### config.mk
export PLATFORM = sky130hd
export DESIGN_NAME = cmd_enable_decoder
export DESIGN_NICKNAME = d
export VERILOG_FILES = /design/src/rtl/cmd_dec_pkg.sv /design/src/rtl/cmd_dec_dp.sv /design/src/rtl/cmd_dec_ctrl.sv /design/src/rtl/cmd_enable_decoder.sv
export SDC_FILE = /design/constraint.sdc
export NUM_CORES = 1
export LEC_CHECK = 0
export BUFFER_PORTS_ARGS = -buffer_cell sky130_fd_sc_hd__buf_2
export CAP_MARGIN = 20
export CORE_MARGIN = 5
export CORE_UTILIZATION = 35
export CTS_CLUSTER_DIAMETER = 40
export DETAILED_ROUTE_END_ITERATION = 7
export GPL_ROUTABILITY_DRIVEN = 0
export GPL_TIMING_DRIVEN = 0
export PLACE_DENSITY = 0.73
export SYNTH_ARGS = -nofsm -noshare
export SYNTH_HDL_FRONTEND = slang
export SYNTH_HIERARCHICAL = 1
export SYNTH_SLANG_ARGS = --single-unit
### constraint.sdc
create_clock -name clk -period 2.4 [get_ports clk]
set_input_delay 0.36 -clock clk [delete_from_list [all_inputs] [get_ports clk]]
set_output_delay 0.36 -clock clk [all_outputs]
set_load 0.03 [all_outputs]
### src/rtl/cmd_dec_pkg.sv
package cmd_dec_pkg;

  typedef enum logic [2:0] {
    CYC_IDLE   = 3'd0,
    CYC_IO_RD  = 3'd1,
    CYC_IO_WR  = 3'd2,
    CYC_MEM_RD = 3'd3,
    CYC_MEM_WR = 3'd4
  } cyc_e;

  // control -> datapath: configuration write strobes
  typedef struct packed {
    logic wrRom;
    logic wrVmem;
  } cfg_wr_t;

  // datapath -> control: fixed I/O range hits
  typedef struct packed {
    logic fdc;
    logic hdd;
    logic ser;
    logic par;
    logic vid;
    logic npx;
  } io_hit_t;

  localparam int ONB_FDC = 0;
  localparam int ONB_HDD = 1;
  localparam int ONB_SER = 2;
  localparam int ONB_PAR = 3;
  localparam int ONB_VID = 4;
  localparam int ONB_W   = 5;

endpackage

### src/rtl/cmd_dec_dp.sv
module cmd_dec_dp
  import cmd_dec_pkg::*;
#(
  parameter int ADDR_W = 24,
  parameter int DATA_W = 8,
  parameter int ROM_WIN = 4,
  parameter int ROM_FIELD_LSB = 4,
  parameter int ROM_WIN_LOG = 13,
  parameter logic [ADDR_W-1:0] ROM_BASE = 24'hC0000,
  parameter int VMEM_WIN = 6,
  parameter int VMEM_WIN_LOG = 15,
  parameter logic [ADDR_W-1:0] VMEM_BASE = 24'hA0000
) (
  input  logic              clk,
  input  logic              rstN,
  input  cfg_wr_t           cfgWr,
  input  logic [DATA_W-1:0] ioData,
  input  logic [ADDR_W-1:0] addr,
  output io_hit_t           ioHit,
  output logic              romHit,
  output logic              vmemHit
);

  localparam int ROM_TAG_W  = ADDR_W - ROM_WIN_LOG;
  localparam int VMEM_TAG_W = ADDR_W - VMEM_WIN_LOG;

  logic [ROM_WIN-1:0]  regRom;
  logic [VMEM_WIN-1:0] regVmem;
  logic [ROM_WIN-1:0]  romSel;
  logic [VMEM_WIN-1:0] vmemSel;
  logic [15:0]         ioAddr;

  always_ff @(posedge clk or negedge rstN) begin
    if (!rstN) begin
      regRom  <= '0;
      regVmem <= '0;
    end else begin
      if (cfgWr.wrRom)  regRom  <= ioData[ROM_FIELD_LSB +: ROM_WIN];
      if (cfgWr.wrVmem) regVmem <= ioData[0 +: VMEM_WIN];
    end
  end

  for (genvar k = 0; k < ROM_WIN; k++) begin : g_rom
    localparam logic [ROM_TAG_W-1:0] TAG =
      ROM_TAG_W'(ROM_BASE >> ROM_WIN_LOG) + ROM_TAG_W'(k);
    assign romSel[k] = regRom[k] && (addr[ADDR_W-1:ROM_WIN_LOG] == TAG);
  end

  for (genvar i = 0; i < VMEM_WIN; i++) begin : g_vmem
    localparam logic [VMEM_TAG_W-1:0] TAG =
      VMEM_TAG_W'(VMEM_BASE >> VMEM_WIN_LOG) + VMEM_TAG_W'(i);
    assign vmemSel[i] = regVmem[i] && (addr[ADDR_W-1:VMEM_WIN_LOG] == TAG);
  end

  assign romHit  = |romSel;
  assign vmemHit = |vmemSel;

  assign ioAddr = addr[15:0];

  always_comb begin
    ioHit.fdc = (ioAddr >= 16'h03F0) && (ioAddr <= 16'h03F7);
    ioHit.hdd = (ioAddr >= 16'h01F0) && (ioAddr <= 16'h01F7);
    ioHit.ser = (ioAddr >= 16'h03F8) && (ioAddr <= 16'h03FF);
    ioHit.par = (ioAddr >= 16'h0378) && (ioAddr <= 16'h037F);
    ioHit.vid = (ioAddr >= 16'h03B0) && (ioAddr <= 16'h03DF);
    ioHit.npx = (ioAddr >= 16'h00F0) && (ioAddr <= 16'h00FF);
  end


  cfg_rom_wr_chk: assert property (@(posedge clk) disable iff (!rstN)
    cfgWr.wrRom |=> regRom == $past(ioData[ROM_FIELD_LSB +: ROM_WIN]));


  cfg_vmem_wr_chk: assert property (@(posedge clk) disable iff (!rstN)
    cfgWr.wrVmem |=> regVmem == $past(ioData[0 +: VMEM_WIN]));


  cfg_hold_chk: assert property (@(posedge clk) disable iff (!rstN)
    !(cfgWr.wrRom || cfgWr.wrVmem) |=> $stable(regRom) && $stable(regVmem));


  cfg_wr_excl_chk: assert property (@(posedge clk) disable iff (!rstN)
    !(cfgWr.wrRom && cfgWr.wrVmem));

endmodule

### src/rtl/cmd_dec_ctrl.sv
module cmd_dec_ctrl
  import cmd_dec_pkg::*;
#(
  parameter int ADDR_W = 24,
  parameter int MB_LOG = 20,
  parameter logic [15:0] PORT_ROM = 16'h001A,
  parameter logic [15:0] PORT_VMEM = 16'h001B
) (
  input  logic              clk,
  input  logic              rstN,
  input  logic [2:0]        cycType,
  input  logic              dmaActive,
  input  logic              refreshActive,
  input  logic [ADDR_W-1:0] addr,
  input  logic [ONB_W-1:0]  onbEn,
  input  io_hit_t           ioHit,
  input  logic              romHit,
  input  logic              vmemHit,
  output cfg_wr_t           cfgWr,
  output logic              cmdEnN,
  output logic              busMemRdN,
  output logic              busMemWrN
);

  cyc_e cyc;
  logic isIo, isMem, busMaster, firstMb, ioClaim, memClaim;

  assign cyc       = cyc_e'(cycType);
  assign isIo      = (cyc == CYC_IO_RD) || (cyc == CYC_IO_WR);
  assign isMem     = (cyc == CYC_MEM_RD) || (cyc == CYC_MEM_WR);
  assign busMaster = dmaActive || refreshActive;
  assign firstMb   = (addr[ADDR_W-1:MB_LOG] == '0);

  always_comb begin
    ioClaim = ioHit.npx
            || (ioHit.fdc && onbEn[ONB_FDC])
            || (ioHit.hdd && onbEn[ONB_HDD])
            || (ioHit.ser && onbEn[ONB_SER])
            || (ioHit.par && onbEn[ONB_PAR])
            || (ioHit.vid && onbEn[ONB_VID]);
    memClaim = onbEn[ONB_VID] && (romHit || vmemHit);
  end

  always_comb begin
    if (busMaster)  cmdEnN = 1'b0;
    else if (isIo)  cmdEnN = ioClaim;
    else if (isMem) cmdEnN = memClaim;
    else            cmdEnN = 1'b1;
  end

  always_comb begin
    cfgWr.wrRom  = (cyc == CYC_IO_WR) && !busMaster && (addr[15:0] == PORT_ROM);
    cfgWr.wrVmem = (cyc == CYC_IO_WR) && !busMaster && (addr[15:0] == PORT_VMEM);
  end

  assign busMemRdN = !((cyc == CYC_MEM_RD) && firstMb);
  assign busMemWrN = !((cyc == CYC_MEM_WR) && firstMb);


  dma_refresh_open_chk: assert property (@(posedge clk) disable iff (!rstN)
    (dmaActive || refreshActive) |-> !cmdEnN);


  npx_closed_chk: assert property (@(posedge clk) disable iff (!rstN)
    (isIo && !busMaster && addr[15:4] == 12'h00F) |-> cmdEnN);


  strobe_excl_chk: assert property (@(posedge clk) disable iff (!rstN)
    !(!busMemRdN && !busMemWrN));


  strobe_low_mb_chk: assert property (@(posedge clk) disable iff (!rstN)
    (!busMemRdN || !busMemWrN) |-> (addr < (ADDR_W'(1) << MB_LOG)));


  idle_closed_chk: assert property (@(posedge clk) disable iff (!rstN)
    (!isIo && !isMem && !busMaster) |-> cmdEnN && busMemRdN && busMemWrN);

endmodule

### src/rtl/cmd_enable_decoder.sv
module cmd_enable_decoder
  import cmd_dec_pkg::*;
#(
  parameter int ADDR_W = 24,
  parameter int DATA_W = 8
) (
  input  logic              clk,
  input  logic              rstN,
  input  logic [2:0]        cycType,
  input  logic              dmaActive,
  input  logic              refreshActive,
  input  logic [ADDR_W-1:0] addr,
  input  logic [DATA_W-1:0] ioData,
  input  logic [ONB_W-1:0]  onbEn,
  output logic              cmdEnN,
  output logic              busMemRdN,
  output logic              busMemWrN
);

  cfg_wr_t cfgWr;
  io_hit_t ioHit;
  logic    romHit, vmemHit;

  cmd_dec_dp #(.ADDR_W(ADDR_W), .DATA_W(DATA_W)) i_dp (
    .clk     (clk),
    .rstN    (rstN),
    .cfgWr   (cfgWr),
    .ioData  (ioData),
    .addr    (addr),
    .ioHit   (ioHit),
    .romHit  (romHit),
    .vmemHit (vmemHit)
  );

  cmd_dec_ctrl #(.ADDR_W(ADDR_W)) i_ctrl (
    .clk           (clk),
    .rstN          (rstN),
    .cycType       (cycType),
    .dmaActive     (dmaActive),
    .refreshActive (refreshActive),
    .addr          (addr),
    .onbEn         (onbEn),
    .ioHit         (ioHit),
    .romHit        (romHit),
    .vmemHit       (vmemHit),
    .cfgWr         (cfgWr),
    .cmdEnN        (cmdEnN),
    .busMemRdN     (busMemRdN),
    .busMemWrN     (busMemWrN)
  );

endmodule

==> qor.yml, run 1 <==
status: "complete, no violations"
fin_cells: 151
internal_power_w: 0.0002701
yosysTopAreaCell: "dfrtp_1"
register_area_sq_um: 250.2
pwr-share-seq: 0.469
synth-adder-area-share: 0
cts_made_buffers: 3
hpwl_um: 1705
dp.cells: 144
arrival_ns: 1.95
wl_met3_um: 182
row_count: 16
grt_usage: 0.1281
diodes: 0
reg2reg_from: "i_dp/regVmem[1]"
grt_remaining_overflow: 0
p_clk_frac: 0.293
slowest_delay_ns: 0.31
syn2layout_area_growth_pct: 48.09
htreeDepth: 1
syn-cell-area_sq_um: 754.5
first_iter_violations: 9
seq_area_frac_synth: 0.3317
reg2reg_to: "i_dp/regVmem[1]"
final.min_clock_period_ns: 2.307
design.die.area_sq_um: 3184
path_clk_slew_ns: 0.06
initial_core_util: 0.3769
reg2regPathDepth: 1
fillers: 180
synth_cells: 71
detail_route.vias_per_cell: 5.166
p_leak_nw: 0.5282
rrSetupSlack_ns: 1.62
critPathMaxFanout: 3
synth_cell_types: 31
cts.root.buffer_cell: "clkbuf_4"
ant_nets: 0
crit_required_ns: 2.04
clkLatencyLatePin_ns: 0.26
route.met2.wl_um: 996
synth-main-ff-cell: "dfrtp_1"
synth_area_leaders: "dfrtp_1 33%, mux2_1 10%, mux2_2 6.0%"
grt_max_degree: 11
synth_top_family_by_area: "simple AND/OR/NAND/NOR gates"
cts_tree: "built"
worstMarginPinSlew_ns: 0.5785
cts_buffer_depth: 2
end_kind: "primary output"
fin_crit_sh: 0.9611
setup_viol: 0
path_class: "primary input to primary output"
synth_edf_count: 0
cp_slowest_cell: "a2111oi_4"
whs_endpoint: "i_dp/regRom[2]"
synthTopCellsByCount: "10 x dfrtp_1, 7 x mux2_1, 6 x nor3_1"
p_sw_w: 0.00008988
switching_share: 0.2497
fmax_ghz: 0.4335
fin_nets: 170
grt_first_pass_wirelength_um: 3243
drv_slew: 0
multi_input_area_sq_um: 531.8
synth_xor_area_frac: 0.01161
route.detailed.drc: 0
cp-start-kind: "primary input"
synth.mux.area_fraction: 0.2338
die_h_um: 56.43
grt_pass1_vias: 784
whs_path_depth: 2
core-area_sq_um: 2002
synth_most_common_cell: "dfrtp_1"
clock_skew_ns: 0
hold_viol_final: 0
placement.io_buffers: 46
synth_fp_nets: 115
io_pins: 47
antenna_found_initial: 0
holdCritStartpoint: "ioData[6]"
yosys_register_bits: 10
share_comb_of_total_power: 0.238
hp-class: "primary input to register"
relSlewSlack: 0.6133
yosys.area_share.simple: 0.3367
wirelength_um: 2034
synth_top_area_frac: 0.3317
vias: 780
wire_per_inst_um: 13.47
drive_gt1_frac: 0.5161
route.top_layer_used: "met4"
ir_worst_vdd_mv: 0.3277
maxCapViolations: 0
clock_sinks: 10
detailedRoute.firstPassIterationCount: 4
async_flop_share: 1.000
p_per_area_nw_per_um2: 322.2
syn_avg_cell_area_sq_um: 10.63
die_width_um: 56.43
met1_length_um: 824
post-route-util: 0.5581
synth_compound_area_frac: 0.07629
crit_chain: "buf_2, nor4_4, nand4_2, and4bb_1, a22o_1, a221oi_2, a2111oi_4, buf_4"
yosys_warnings: 6
state kept, by name, summed over array words and instances (netlist names):
register / flops
i_dp/regRom: 4
i_dp/regVmem: 6
critical path: cells and delay by family:
| family | cells | cell delay (ns) |
|---|---|---|
| and+or+nand+nor | 3 | 0.72 |
| AOI/OAI and AO/OA | 3 | 0.52 |
| buffers and inverters | 2 | 0.34 |
power groups by stage:
stage | combinational (W) | sequential (W) | clock (W)
floorplan | 0.0000243 | 0.000172 | 0
global placement | 0.0000785 | 0.000172 | 0
detailed placement | 0.0000806 | 0.000172 | 0
CTS | 0.0000827 | 0.000169 | 0.000114
global route | 0.0000950 | 0.000168 | 0.000118
finish | 0.0000857 | 0.000169 | 0.000106
cell usage in the layout, fill, tap and decap left out, types with 3 or more instances in the layout:
cell and instances:
buf_4 4, mux2_1 7, buf_2 44, clkbuf_4 3, mux2i_1 3, nor3_1 4
mux2_2 4, nor4_1 3, nand2_1 5, nor4b_1 5, dfrtp_1 10
layer usage:
metal  global-route usage  up-vias
met4              0.08136        0
met5                    0        -
met1               0.1513      346
met3              0.02294        4
li1                     -      399
met2               0.2112       31
stage by stage:
step	setup slack (ns)	hold slack [ns]	area, sq um	TNS (ns)	power (W)
2_1_floorplan	0.1626	0.06441	772.0	0	0.0001960
3_3_place_gp	-0.07104	0.2217	1036	-0.07104	0.0002501
3_5_place_dp	-0.07740	0.2253	1036	-0.07740	0.0002522
4_1_cts	0.03133	0.3047	1086	0	0.0003651
5_1_grt	-0.02537	0.3131	1117	-0.02537	0.0003812
6_report	0.09340	0.3173	1117	0	0.0003600
layout make-up:
cell class                      count  share of cell area
Buffer                              1            0.003359
Clock buffer                        3             0.02016
Inverter                            1            0.003359
Multi-Input combinational cell     59              0.4759
Sequential cell                    10              0.2240
Tap cell                           27             0.03024
Timing Repair Buffer               50              0.2430
what timing repair did:
item | CTS | global route
endpoints found under the setup margin | 1 | 1
resized for setup | 1 | 7
hold buffers | 1 | 0
pin swaps | 2 | 5
endpoints found under the hold margin | 10 | 0
setup buffers | 2 | 1
worst max path at each step:
stage	startpoint	endpoint	slack, ns	cells past startpoint
2_1_floorplan	addr[15]	cmdEnN	0.16	6
3_3_place_gp	addr[15]	cmdEnN	-0.07	8
3_5_place_dp	addr[15]	cmdEnN	-0.08	8
4_1_cts	addr[12]	cmdEnN	0.03	8
5_1_grt	addr[15]	cmdEnN	-0.03	9
6_report	addr[14]	cmdEnN	0.09	8
cell families after synthesis:
logic type                after synthesis
xor gates and xnor gates                1
muxes                                  15
DFF                                    10
and+or+nand+nor                        36
buffers and inverters                   2
AOI/OAI and AO/OA                       7
Note: power is estimated with default switching activity, not from simulation.
==> run 2, diff against run 1 <==
--- a/config.mk
+++ b/config.mk
@@ -14,6 +14,7 @@
 export GPL_ROUTABILITY_DRIVEN = 0
 export GPL_TIMING_DRIVEN = 0
 export PLACE_DENSITY = 0.73
+export SETUP_SLACK_MARGIN = 0.2
 export SYNTH_ARGS = -nofsm -noshare
 export SYNTH_HDL_FRONTEND = slang
 export SYNTH_HIERARCHICAL = 1
==> run 2 against run 1 <==
Via count rose by 3.8%; clock power increased by 40%; die area unchanged; design area is 0.22% lower; routed wire length down 2.0%; clock skew is the same; combinational power about the same; sequential share of layout area up 0.050 points; fmax up 0.74%; flip-flop and latch count is the same; final cell count is 0.66% lower; critical endpoint unchanged; largest cell class unchanged; highest routed layer unchanged.
==> qor.yml, run 2 (same netlist as run 1, synthesis figures left out) <==
reg2reg_from: "i_dp/regVmem[1]"
ant_nets: 0  # unchanged
diodes: 0  # unchanged
worstMarginPinSlew_ns: 0.7521  # +0.1736 ns
route.top_layer_used: "met4"
core-area_sq_um: 2002  # unchanged
grt_first_pass_wirelength_um: 3367  # +3.8%
critPathMaxFanout: 4  # +1
htreeDepth: 1  # unchanged
fin_cells: 150  # -0.66%
relSlewSlack: 0.4856  # -0.1277
initial_core_util: 0.3769  # unchanged
grt_remaining_overflow: 0  # unchanged
largest_registers: "i_dp/regVmem x6, i_dp/regRom x4"
layout_common_cells: "43 x buf_2, 10 x dfrtp_1, 7 x mux2_1"
wire_per_inst_um: 13.29  # -1.4%
slowest_delay_ns: 0.30  # about the same
design.die.area_sq_um: 3184  # unchanged
wirelength_um: 1993  # -2.0%
setup_ws_ns: 0.1102  # +0.01684 ns
row_count: 16  # unchanged
drive_gt1_frac: 0.4959  # -0.02019
p_leak_nw: 0.5263  # -0.36%
clkLatencyLatePin_ns: 0.26  # about the same
rrSetupSlack_ns: 1.63  # about the same
path_class: "primary input to primary output"
hpwl_um: 1702  # -0.18%
wl_met3_um: 218  # +20%
cts.root.buffer_cell: "clkbuf_4"
placement.io_buffers: 46  # unchanged
final.min_clock_period_ns: 2.290  # -0.01684 ns
status: "complete, no violations"
holdCritStartpoint: "ioData[6]"
crit_required_ns: 2.04  # about the same
fin_crit_sh: 0.9541  # -0.007015
route.met2.wl_um: 931  # -6.5%
reg2regPathDepth: 1  # unchanged
dp.cells: 144  # unchanged
die_h_um: 56.43  # unchanged
pre_cts_ws_ns: -0.05249  # +0.02491 ns
cts_tree: "built"
hold_viol_final: 0  # unchanged
end_kind: "primary output"
hp-class: "primary input to register"
cts_made_buffers: 3  # unchanged
crit_chain: "buf_8, nor4_4, nand4_2, and4bb_1, a22o_1, a221oi_2, a2111oi_4, buf_4"
path_clk_slew_ns: 0.06  # about the same
grt_usage: 0.1293  # +0.001117
cts_buffer_depth: 2  # unchanged
first_iter_violations: 17  # +8
layout_commonest_cell: "buf_2"
met1_length_um: 813  # -1.3%
route.detailed.drc: 0  # unchanged
die_width_um: 56.43  # unchanged
antenna_found_initial: 0  # unchanged
fmax_ghz: 0.4367  # +0.74%
cp_slowest_cell: "nor4_4"
drv_slew: 0  # unchanged
grt_max_degree: 11  # unchanged
whs_endpoint: "i_dp/regRom[2]"
setup_tns_ns: 0  # unchanged
syn2layout_area_growth_pct: 47.76
reg2reg_to: "i_dp/regVmem[1]"
grt_pass1_vias: 800  # +2.0%
largest-register: "i_dp/regVmem"
io_pins: 47  # unchanged
maxCapViolations: 0  # unchanged
clock_skew_ns: 0  # unchanged
fin_nets: 168  # -1.2%
p_per_area_nw_per_um2: 360.9  # +12%
detail_route.vias_per_cell: 5.400  # +4.5%
detailedRoute.firstPassIterationCount: 4  # unchanged
ir_worst_vdd_mv: 0.3181  # -2.9%
vias: 810  # +3.8%
arrival_ns: 1.93  # -0.02 ns
largest_register_ffs: 6  # unchanged
finalPower_w: 0.0004023  # +12%
whs_path_depth: 2  # unchanged
cp-start-kind: "primary input"
setup_viol: 0  # unchanged
rsz0062_at_grt: "yes"
clock_sinks: 10  # unchanged
run 2: worst max-delay path: cells and delay by family:
kind | cells | cell delay, ns
AOI/OAI and AO/OA | 3 | 0.50
buffers and inverters | 2 | 0.31
and+or+nand+nor | 3 | 0.76
run 2: metrics by stage:
stage / hold slack, ns / util / cell area, sq um
6_report: 0.3066 / 0.5569 / 1115
5_1_grt: 0.2971 / 0.5569 / 1115
4_1_cts: 0.2991 / 0.5456 / 1092
3_5_place_dp: 0.2273 / 0.5175 / 1036
3_3_place_gp: 0.2222 / 0.5175 / 1036
2_1_floorplan: 0.06441 / - / 772.0
run 2: worst max-delay path by stage:
stage                     startpoint  slack [ns]  cells after the start     end
after global placement      addr[15]       -0.02                      8  cmdEnN
after detailed placement    addr[15]       -0.05                      8  cmdEnN
after global routing        addr[12]       0.005                      8  cmdEnN
after CTS                   addr[12]        0.08                      8  cmdEnN
after floorplan             addr[15]        0.22                      6  cmdEnN
final                       addr[12]        0.11                      8  cmdEnN
run 2: cell type report:
| class | count | area (sq um) |
|---|---|---|
| inverter | 1 | 3.754 |
| tap | 27 | 33.78 |
| sequential | 10 | 250.2 |
| fill | 189 | 887.1 |
| buffer | 1 | 3.754 |
| multi-input combinational | 59 | 520.5 |
| clock buffer | 4 | 36.28 |
| timing repair buffer | 48 | 266.5 |
run 2: repair_timing:
action,in CTS,in global routing
endpoints found under the hold margin,10,0
hold buffers,1,0
buffers inserted,1,0
pin swaps,3,0
resized for setup,1,6
endpoints found under the setup margin,1,1
run 2: report_power, final:
part	switching (W)	internal, W	leakage [nW]
clock	0.0000557	0.0000921	0.0210
combinational	0.0000407	0.0000453	0.366
sequential	0.00000000199	0.000169	0.140
run 2: per-layer routing:
layer,up-vias,GRT usage
met5,-,0
met4,0,0.05085
met3,5,0.04587
met2,40,0.2096
met1,371,0.1544
li1,394,-
